## src/rtl/sbuf_pkg.sv

```systemverilog
// Shared types for the store buffer: the memory command encoding.
package sbuf_pkg;
    typedef enum logic [1:0] {
        MOP_READ  = 2'd0,
        MOP_WRITE = 2'd1,
        MOP_SWAP  = 2'd2
    } mem_op_e;
endpackage

```

## src/rtl/sbuf_entries.sv

```systemverilog
// Circular storage of buffered stores.
// Presents the entries rotated into age order (index 0 = oldest) so that the
// match logic needs no knowledge of the pointers.
// Assumes: pop is asserted only when cnt > 0, and push only when cnt < DEPTH
// or a pop happens in the same cycle.
module sbuf_entries #(
    parameter int AW    = 16,
    parameter int DW    = 32,
    parameter int DEPTH = 4,
    localparam int CW   = $clog2(DEPTH + 1)
) (
    input  logic                         clk,
    input  logic                         rst_n,
    input  logic                         push,
    input  logic [AW-1:0]                push_addr,
    input  logic [DW-1:0]                push_data,
    input  logic                         pop,
    output logic [CW-1:0]                cnt,
    output logic [AW-1:0]                head_addr,
    output logic [DW-1:0]                head_data,
    output logic [DEPTH-1:0]             age_vld,
    output logic [DEPTH-1:0][AW-1:0]     age_addr,
    output logic [DEPTH-1:0][DW-1:0]     age_data
);
    localparam int PW = (DEPTH > 1) ? $clog2(DEPTH) : 1;

    logic [DEPTH-1:0][AW-1:0] addr_q;
    logic [DEPTH-1:0][DW-1:0] data_q;
    logic [PW-1:0]            head_q, tail_q;
    logic [CW-1:0]            cnt_q;

    function automatic logic [PW-1:0] ptr_inc(input logic [PW-1:0] p);
        return (p == PW'(DEPTH - 1)) ? '0 : p + 1'b1;
    endfunction

    // Capture store payload at the tail slot.
    always_ff @(posedge clk) begin
        if (push) begin
            addr_q[tail_q] <= push_addr;
            data_q[tail_q] <= push_data;
        end
    end

    // Maintain pointers and occupancy.
    always_ff @(posedge clk) begin
        if (!rst_n) begin
            head_q <= '0;
            tail_q <= '0;
            cnt_q  <= '0;
        end else begin
            if (push) tail_q <= ptr_inc(tail_q);
            if (pop)  head_q <= ptr_inc(head_q);
            cnt_q <= cnt_q + CW'(push) - CW'(pop);
        end
    end

    // Rotate the storage into age order for the match logic.
    always_comb begin
        for (int k = 0; k < DEPTH; k++) begin
            int unsigned s;
            s = (int'(head_q) + k) % DEPTH;
            age_addr[k] = addr_q[s[PW-1:0]];
            age_data[k] = data_q[s[PW-1:0]];
            age_vld[k]  = (k < int'(cnt_q));
        end
    end

    assign cnt       = cnt_q;
    assign head_addr = addr_q[head_q];
    assign head_data = data_q[head_q];
endmodule

```

## src/rtl/sbuf_match.sv

```systemverilog
// Address match across the buffered entries.
// Scans oldest to youngest so that the last hit, the youngest one, wins.
// Assumes: inputs are in age order with index 0 the oldest.
module sbuf_match #(
    parameter int AW    = 16,
    parameter int DW    = 32,
    parameter int DEPTH = 4
) (
    input  logic [DEPTH-1:0]         age_vld,
    input  logic [DEPTH-1:0][AW-1:0] age_addr,
    input  logic [DEPTH-1:0][DW-1:0] age_data,
    input  logic [AW-1:0]            probe_addr,
    output logic                     hit,
    output logic [DW-1:0]            hit_data
);
    logic [DEPTH-1:0] eq;

    // One comparator per entry.
    for (genvar g = 0; g < DEPTH; g++) begin : g_cmp
        assign eq[g] = age_vld[g] && (age_addr[g] == probe_addr);
    end

    // Youngest matching entry supplies the data.
    always_comb begin
        hit      = 1'b0;
        hit_data = '0;
        for (int k = 0; k < DEPTH; k++) begin
            if (eq[k]) begin
                hit      = 1'b1;
                hit_data = age_data[k];
            end
        end
    end
endmodule

```

## src/rtl/sbuf_top.sv

```systemverilog
// Store buffer between a processor and a single-ported memory.
// Stores drain in order. Loads bypass buffered stores to other addresses and
// forward from the youngest matching entry. A barrier pulse fences later
// stores, and an atomic swap waits for an empty buffer.
// Assumes: the memory answers every read and swap with exactly one
// mem_rsp_valid pulse at least one cycle after acceptance, and never answers
// writes. mem_req_ready does not depend on mem_req_valid.
module sbuf_top #(
    parameter int AW    = 16,
    parameter int DW    = 32,
    parameter int DEPTH = 4
) (
    input  logic          clk,
    input  logic          rst_n,
    input  logic          st_valid,
    output logic          st_ready,
    input  logic [AW-1:0] st_addr,
    input  logic [DW-1:0] st_data,
    input  logic          ld_valid,
    output logic          ld_ready,
    input  logic [AW-1:0] ld_addr,
    output logic          ld_rsp_valid,
    output logic [DW-1:0] ld_rsp_data,
    input  logic          bar_valid,
    input  logic          rmw_valid,
    output logic          rmw_ready,
    input  logic [AW-1:0] rmw_addr,
    input  logic [DW-1:0] rmw_data,
    output logic          rmw_rsp_valid,
    output logic [DW-1:0] rmw_rsp_data,
    output logic          mem_req_valid,
    input  logic          mem_req_ready,
    output logic [1:0]    mem_req_op,
    output logic [AW-1:0] mem_req_addr,
    output logic [DW-1:0] mem_req_wdata,
    input  logic          mem_rsp_valid,
    input  logic [DW-1:0] mem_rsp_data
);
    import sbuf_pkg::*;

    localparam int CW = $clog2(DEPTH + 1);

    logic [CW-1:0]            cnt_w, cnt_nx;
    logic [AW-1:0]            head_addr;
    logic [DW-1:0]            head_data;
    logic [DEPTH-1:0]         age_vld;
    logic [DEPTH-1:0][AW-1:0] age_addr;
    logic [DEPTH-1:0][DW-1:0] age_data;
    logic                     ld_hit;
    logic [DW-1:0]            fwd_data;

    logic                     fence_q;
    logic                     rd_busy_q, rd_rmw_q;
    logic [AW-1:0]            rd_addr_q;
    logic                     ld_rsp_valid_q, rmw_rsp_valid_q;
    logic [DW-1:0]            ld_rsp_data_q, rmw_rsp_data_q;

    logic buf_empty, buf_full;
    logic push, pop;
    logic load_req, drain_req, swap_req;
    logic ld_fire, ld_fire_miss, rmw_fire;
    logic drain_conflict;
    mem_op_e op_sel;

    sbuf_entries #(.AW(AW), .DW(DW), .DEPTH(DEPTH)) entries_i (
        .clk       (clk),
        .rst_n     (rst_n),
        .push      (push),
        .push_addr (st_addr),
        .push_data (st_data),
        .pop       (pop),
        .cnt       (cnt_w),
        .head_addr (head_addr),
        .head_data (head_data),
        .age_vld   (age_vld),
        .age_addr  (age_addr),
        .age_data  (age_data)
    );

    sbuf_match #(.AW(AW), .DW(DW), .DEPTH(DEPTH)) match_i (
        .age_vld    (age_vld),
        .age_addr   (age_addr),
        .age_data   (age_data),
        .probe_addr (ld_addr),
        .hit        (ld_hit),
        .hit_data   (fwd_data)
    );

    // Occupancy flags.
    assign buf_empty = (cnt_w == '0);
    assign buf_full  = (cnt_w == CW'(DEPTH));

    // Store side: blocked when full, fenced, or behind a waiting swap.
    assign st_ready = !buf_full && !fence_q && !rmw_valid;
    assign push     = st_valid && st_ready;

    // Load side: one outstanding read; a hit needs no memory slot.
    assign ld_ready     = !rd_busy_q && !rmw_valid && (ld_hit || mem_req_ready);
    assign ld_fire      = ld_valid && ld_ready;
    assign ld_fire_miss = ld_fire && !ld_hit;

    // Memory port requests: swap, then load miss, then drain.
    assign swap_req       = rmw_valid && buf_empty && !rd_busy_q;
    assign load_req       = ld_valid && !ld_hit && !rd_busy_q && !rmw_valid;
    assign drain_conflict = rd_busy_q && (rd_addr_q == head_addr);
    assign drain_req      = !buf_empty && !load_req && !drain_conflict;

    assign rmw_ready = swap_req && mem_req_ready;
    assign rmw_fire  = rmw_valid && rmw_ready;
    assign pop       = drain_req && mem_req_ready;

    // Select the memory command for this cycle.
    always_comb begin
        if (swap_req) begin
            op_sel        = MOP_SWAP;
            mem_req_addr  = rmw_addr;
            mem_req_wdata = rmw_data;
        end else if (load_req) begin
            op_sel        = MOP_READ;
            mem_req_addr  = ld_addr;
            mem_req_wdata = '0;
        end else begin
            op_sel        = MOP_WRITE;
            mem_req_addr  = head_addr;
            mem_req_wdata = head_data;
        end
    end

    assign mem_req_valid = swap_req || load_req || drain_req;
    assign mem_req_op    = op_sel;

    // Occupancy after this cycle's push and pop.
    assign cnt_nx = cnt_w + CW'(push) - CW'(pop);

    // Barrier: fence holds until the buffer has fully drained.
    always_ff @(posedge clk) begin
        if (!rst_n) fence_q <= 1'b0;
        else        fence_q <= (fence_q || bar_valid) && (cnt_nx != '0);
    end

    // Track the single outstanding read or swap.
    always_ff @(posedge clk) begin
        if (!rst_n) begin
            rd_busy_q <= 1'b0;
            rd_rmw_q  <= 1'b0;
            rd_addr_q <= '0;
        end else if (ld_fire_miss || rmw_fire) begin
            rd_busy_q <= 1'b1;
            rd_rmw_q  <= rmw_fire;
            rd_addr_q <= rmw_fire ? rmw_addr : ld_addr;
        end else if (mem_rsp_valid) begin
            rd_busy_q <= 1'b0;
        end
    end

    // Register responses back to the processor.
    always_ff @(posedge clk) begin
        if (!rst_n) begin
            ld_rsp_valid_q  <= 1'b0;
            rmw_rsp_valid_q <= 1'b0;
            ld_rsp_data_q   <= '0;
            rmw_rsp_data_q  <= '0;
        end else begin
            ld_rsp_valid_q  <= (ld_fire && ld_hit) ||
                               (mem_rsp_valid && rd_busy_q && !rd_rmw_q);
            rmw_rsp_valid_q <= mem_rsp_valid && rd_busy_q && rd_rmw_q;
            if (ld_fire && ld_hit)
                ld_rsp_data_q <= fwd_data;
            else if (mem_rsp_valid && rd_busy_q && !rd_rmw_q)
                ld_rsp_data_q <= mem_rsp_data;
            if (mem_rsp_valid && rd_busy_q && rd_rmw_q)
                rmw_rsp_data_q <= mem_rsp_data;
        end
    end

    assign ld_rsp_valid  = ld_rsp_valid_q;
    assign ld_rsp_data   = ld_rsp_data_q;
    assign rmw_rsp_valid = rmw_rsp_valid_q;
    assign rmw_rsp_data  = rmw_rsp_data_q;
endmodule

```

## config.mk

```make
export PLATFORM = sky130hd
export DESIGN_NAME = sbuf_top
export DESIGN_NICKNAME = d
export VERILOG_FILES = /design/src/rtl/sbuf_pkg.sv /design/src/rtl/sbuf_entries.sv /design/src/rtl/sbuf_match.sv /design/src/rtl/sbuf_top.sv
export SDC_FILE = /design/constraint.sdc
export NUM_CORES = 1
export LEC_CHECK = 0
export BUFFER_PORTS_ARGS = -buffer_cell sky130_fd_sc_hd__buf_2
export CAP_MARGIN = 10
export CORE_MARGIN = 1.5
export CORE_UTILIZATION = 40
export CTS_CLUSTER_SIZE = 30
export DETAILED_ROUTE_END_ITERATION = 16
export SLEW_MARGIN = 10
export SYNTH_ARGS = -nofsm -noshare
export SYNTH_HDL_FRONTEND = slang
export SYNTH_SLANG_ARGS = --single-unit
```

## constraint.sdc

```tcl
create_clock -name clk -period 5.8 [get_ports clk]
set_clock_uncertainty 0.15 [all_clocks]
set_input_delay 1.16 -clock clk [delete_from_list [all_inputs] [get_ports clk]]
set_output_delay 1.16 -clock clk [all_outputs]
set_load 0.02 [all_outputs]
```

==> impl_metrics.py <==
metrics = {
    "clock_tree": {
        "clockBufferDepth": 3,
        "htreeDepth": 1,
        "clock_latency_ps": 590,
        "tritoncts": "yes",
        "clock-sinks": 284,
        "cts_root_buf": "clkbuf_16",
        "cts_buffers": 31,
        "holdBufCountCts": 0,
        "cts.clk_slew.worst_paths_ps": 60,
    },
    "placed_design": {
        "io_buffers": 271,
        "gp_congestion": 0.904,
        "pre_cts_ws_ps": 320,
        "dp_hpwl_mm": 37.0,
    },
    "finish": {
        "syn2layout_area_growth_pct": 17.4,
        "layout_common_cells": "nand2_1, buf_2, edfxtp_1, o21ai_0, mux2i_1",
        "mostFrequentLayoutCell": "nand2_1",
        "drive_gt1_share_pct": 26.5,
        "fin_nets": 2080,
    },
    "timing": {
        "fmax_ghz": 0.180,
        "slew_headroom_pct": 28.6,
        "fin_crit_sh_pct": 96.0,
        "worstMarginPinSlew_ps": 1070,
        "fin_crit_ps": 5570,
        "final.setup.worst_slack_ps": 233,
        "setup-tns-final_ps": 0,
        "final-setup-viol-count": 0,
        "grt_setup_unrepaired": "no",
        "hold_violations": 0,
        "drv_slew": 0,
    },
    "global_route": {
        "gr-total-overflow": 0,
        "grt_pass1_vias": 13900,
        "antenna_found_initial": 14,
        "grtUsageTotal_pct": 24.1,
        "grt_pass1_wl_mm": 82.0,
        "grt_max_degree": 104,
    },
    "hold_path": {
        "min_from": "rmw_rsp_data[9]",
        "hold_end": "rmw_rsp_data[9]",
        "hold_path_class": "flop to flop",
        "worstHoldPathCells": 2,
    },
    "floorplan": {
        "io_pins": 272,
        "dieHeight_um": 209,
        "core_area_sq_mm": 0.0419,
        "row_count": 75,
        "dieArea_sq_mm": 0.0437,
        "die_x_um": 209,
        "initial_utilization_pct": 40.5,
    },
    "synthesis": {
        "ys_top_cells_by_area": "edfxtp_1, dfxtp_1, nand2_1",
        "synth_fp_nets": 1888,
        "mappedNetlistArea_sq_mm": 0.0170,
        "synth_largest_area_cell": "edfxtp_1",
        "ys_warn_count": 0,
        "ys_seq_elements": 284,
        "synth-main-ff-cell": "edfxtp_1",
        "syn_area_per_cell_sq_um": 9.84,
        "async_flop_share_pct": 0,
        "synth_cell_type_count": 59,
        "synthesis.instances": 1726,
        "yosysSeqAreaShare_pct": 44.8,
        "synth-edff-count": 192,
        "synth_top_cell_area_share_pct": 34.0,
    },
    "detailed_routing": {
        "viasPerCell": 5.73,
        "drt_pass1_iterations": 5,
        "routed_wirelength_mm": 53.8,
        "ant_nets": 0,
        "drt_iter0_drc": 1051,
        "via_count": 14300,
        "wl_per_cell_um": 21.6,
        "drc_errors": 0,
    },
    "power_and_ir_drop": {
        "power-per-cell-area_mw_per_mm2": 363,
        "p_leak_uw": 0.00715,
        "ir_drop_uv": 233,
    },
    "setup_path": {
        "cp_max_fo": 28,
        "rrSetupSlack_ps": 1060,
        "slowest_stage": "ha_4",
        "worst-setup-path-type": "flop to primary output",
        "cp_common_cell": "buf_4",
        "r2r_start": "entries_i.head_q[1]",
        "r2r_cells": 16,
        "critical_path.max_stage_delay_ps": 480,
        "startpoint_type": "flop",
        "path_cells": "ha_4 > buf_4 > mux4_2 > xnor2_1 > nand4_1 > nor4_2 > and3_1 > nor4_4 > and2_4 > buf_4 > o31ai_1 > buf_2",
        "crit_arrival_ps": 4260,
        "critPathCaptureType": "primary output",
        "required_ps": 4490,
        "crit-reg2reg-capture": "fence_q",
    },
    "outcome": {
        "status": "completed",
    },
    "flow_run": {
        "cap_violations": 0,
    },
}
[worst max path at each step]
stage | depth (start not counted) | slack (ps) | start | end
2_1_floorplan | 12 | 440 | ld_addr[9] | mem_req_wdata[22]
3_3_place_gp | 10 | 370 | ld_addr[9] | mem_req_wdata[24]
3_5_place_dp | 10 | 320 | ld_addr[13] | mem_req_wdata[24]
4_1_cts | 11 | 140 | entries_i.head_q[0] | mem_req_wdata[8]
5_1_grt | 12 | 20 | entries_i.head_q[0] | mem_req_wdata[16]
6_report | 12 | 230 | entries_i.head_q[1] | mem_req_wdata[8]
[worst max-delay path, delay by kind of cell (launching register included)]
family | cells | cell delay [ps]
simple gates | 5 | 1090
buf+inv | 3 | 820
mux | 1 | 340
flops | 1 | 460
fa+ha+maj | 1 | 480
xor+xnor | 1 | 160
compound gates | 1 | 310
[routing by layer]
metal / vias up / GRT usage (%) / routed length, um / part of all wire [%]
met2: 540 / 37.6 / 24000 / 45
li1: 6752 / - / - / -
met3: 89 / 4.88 / 4450 / 8.3
met5: - / 0 / 56 / 0.10
met4: 8 / 8.87 / 1410 / 2.6
met1: 6875 / 33.2 / 23900 / 44
[sequential cells by signal (all words and copies together) (netlist names), 2 cells and up]
signal / cells
entries_i.tail_q: 2
entries_i.cnt: 3
entries_i.data_q: 128
ld_rsp_data: 32
rmw_rsp_data: 32
entries_i.addr_q: 64
rd_addr_q: 16
entries_i.head_q: 2
[synth_stat cells (all sizes together), types with 2 or more instances]
master,instances
a221o,16
o221ai,2
a21oi,54
and2,8
nand3b,2
xor2,23
o22ai,3
ha,9
nand2b,3
a21boi,32
or4,2
o221a,7
or3,12
dfxtp,92
a311oi,2
mux4,41
nor4,9
edfxtp,192
xnor2,58
mux2,72
mux2i,107
nand4,37
and3,6
o211ai,42
o21a,10
nand3,39
nand2,393
a2111oi,4
o21ai,168
buf,50
clkbuf,109
o31ai,65
nor2,11
or2,2
nor2b,3
inv,17
nor3,9
[power by group]
group          total [uW]  leakage, uW  switching (uW)  internal, uW
clock network        2120     0.000520             860          1260
registers            2370      0.00249            86.4          2290
logic                2740      0.00415            1670          1070
[per-stage QoR]
step	hold slack (ps)	utilization [%]	std cells	power [uW]	cell area, sq um
after global routing	328	47.5	2488	7600	19900
final	312	47.5	2491	7230	19900
after floorplan	296	-	1726	4380	17000
after detailed placement	306	44.7	2421	5130	18800
after global placement	300	44.7	2421	5100	18800
after CTS	316	47.4	2480	7270	19900
[logic make-up after synthesis]
group                    Yosys count  synth area share (%)
AO/OA/AOI/OAI                    416                  15.7
AND/OR/NAND/NOR                  538                  13.7
buffers and inverters            177                  4.39
adder cells (fa/ha/maj)           10                 0.781
flip-flops                       284                  44.8
multiplexers                     220                  16.5
XOR/XNOR                          81                  4.18
[area by class of cell]
| cell class | count | area, sq um |
|---|---|---|
| fillers | 3895 | 22000 |
| inverters | 18 | 68.8 |
| clock buffers | 33 | 783 |
| well taps | 539 | 674 |
| repair buffers | 318 | 1760 |
| diodes | 9 | 22.5 |
| flip-flops and latches | 284 | 7610 |
| multi-input cells | 1265 | 8690 |
| clock inverters | 25 | 323 |
[repair_timing]
item | 4_1_cts | 5_1_grt
gates resized for setup | 3 | 1
setup endpoints to repair | 24 | 24
buffers inserted | 1 | 1
pin swaps | 0 | 1
Note: power is estimated with default switching activity, not from simulation.
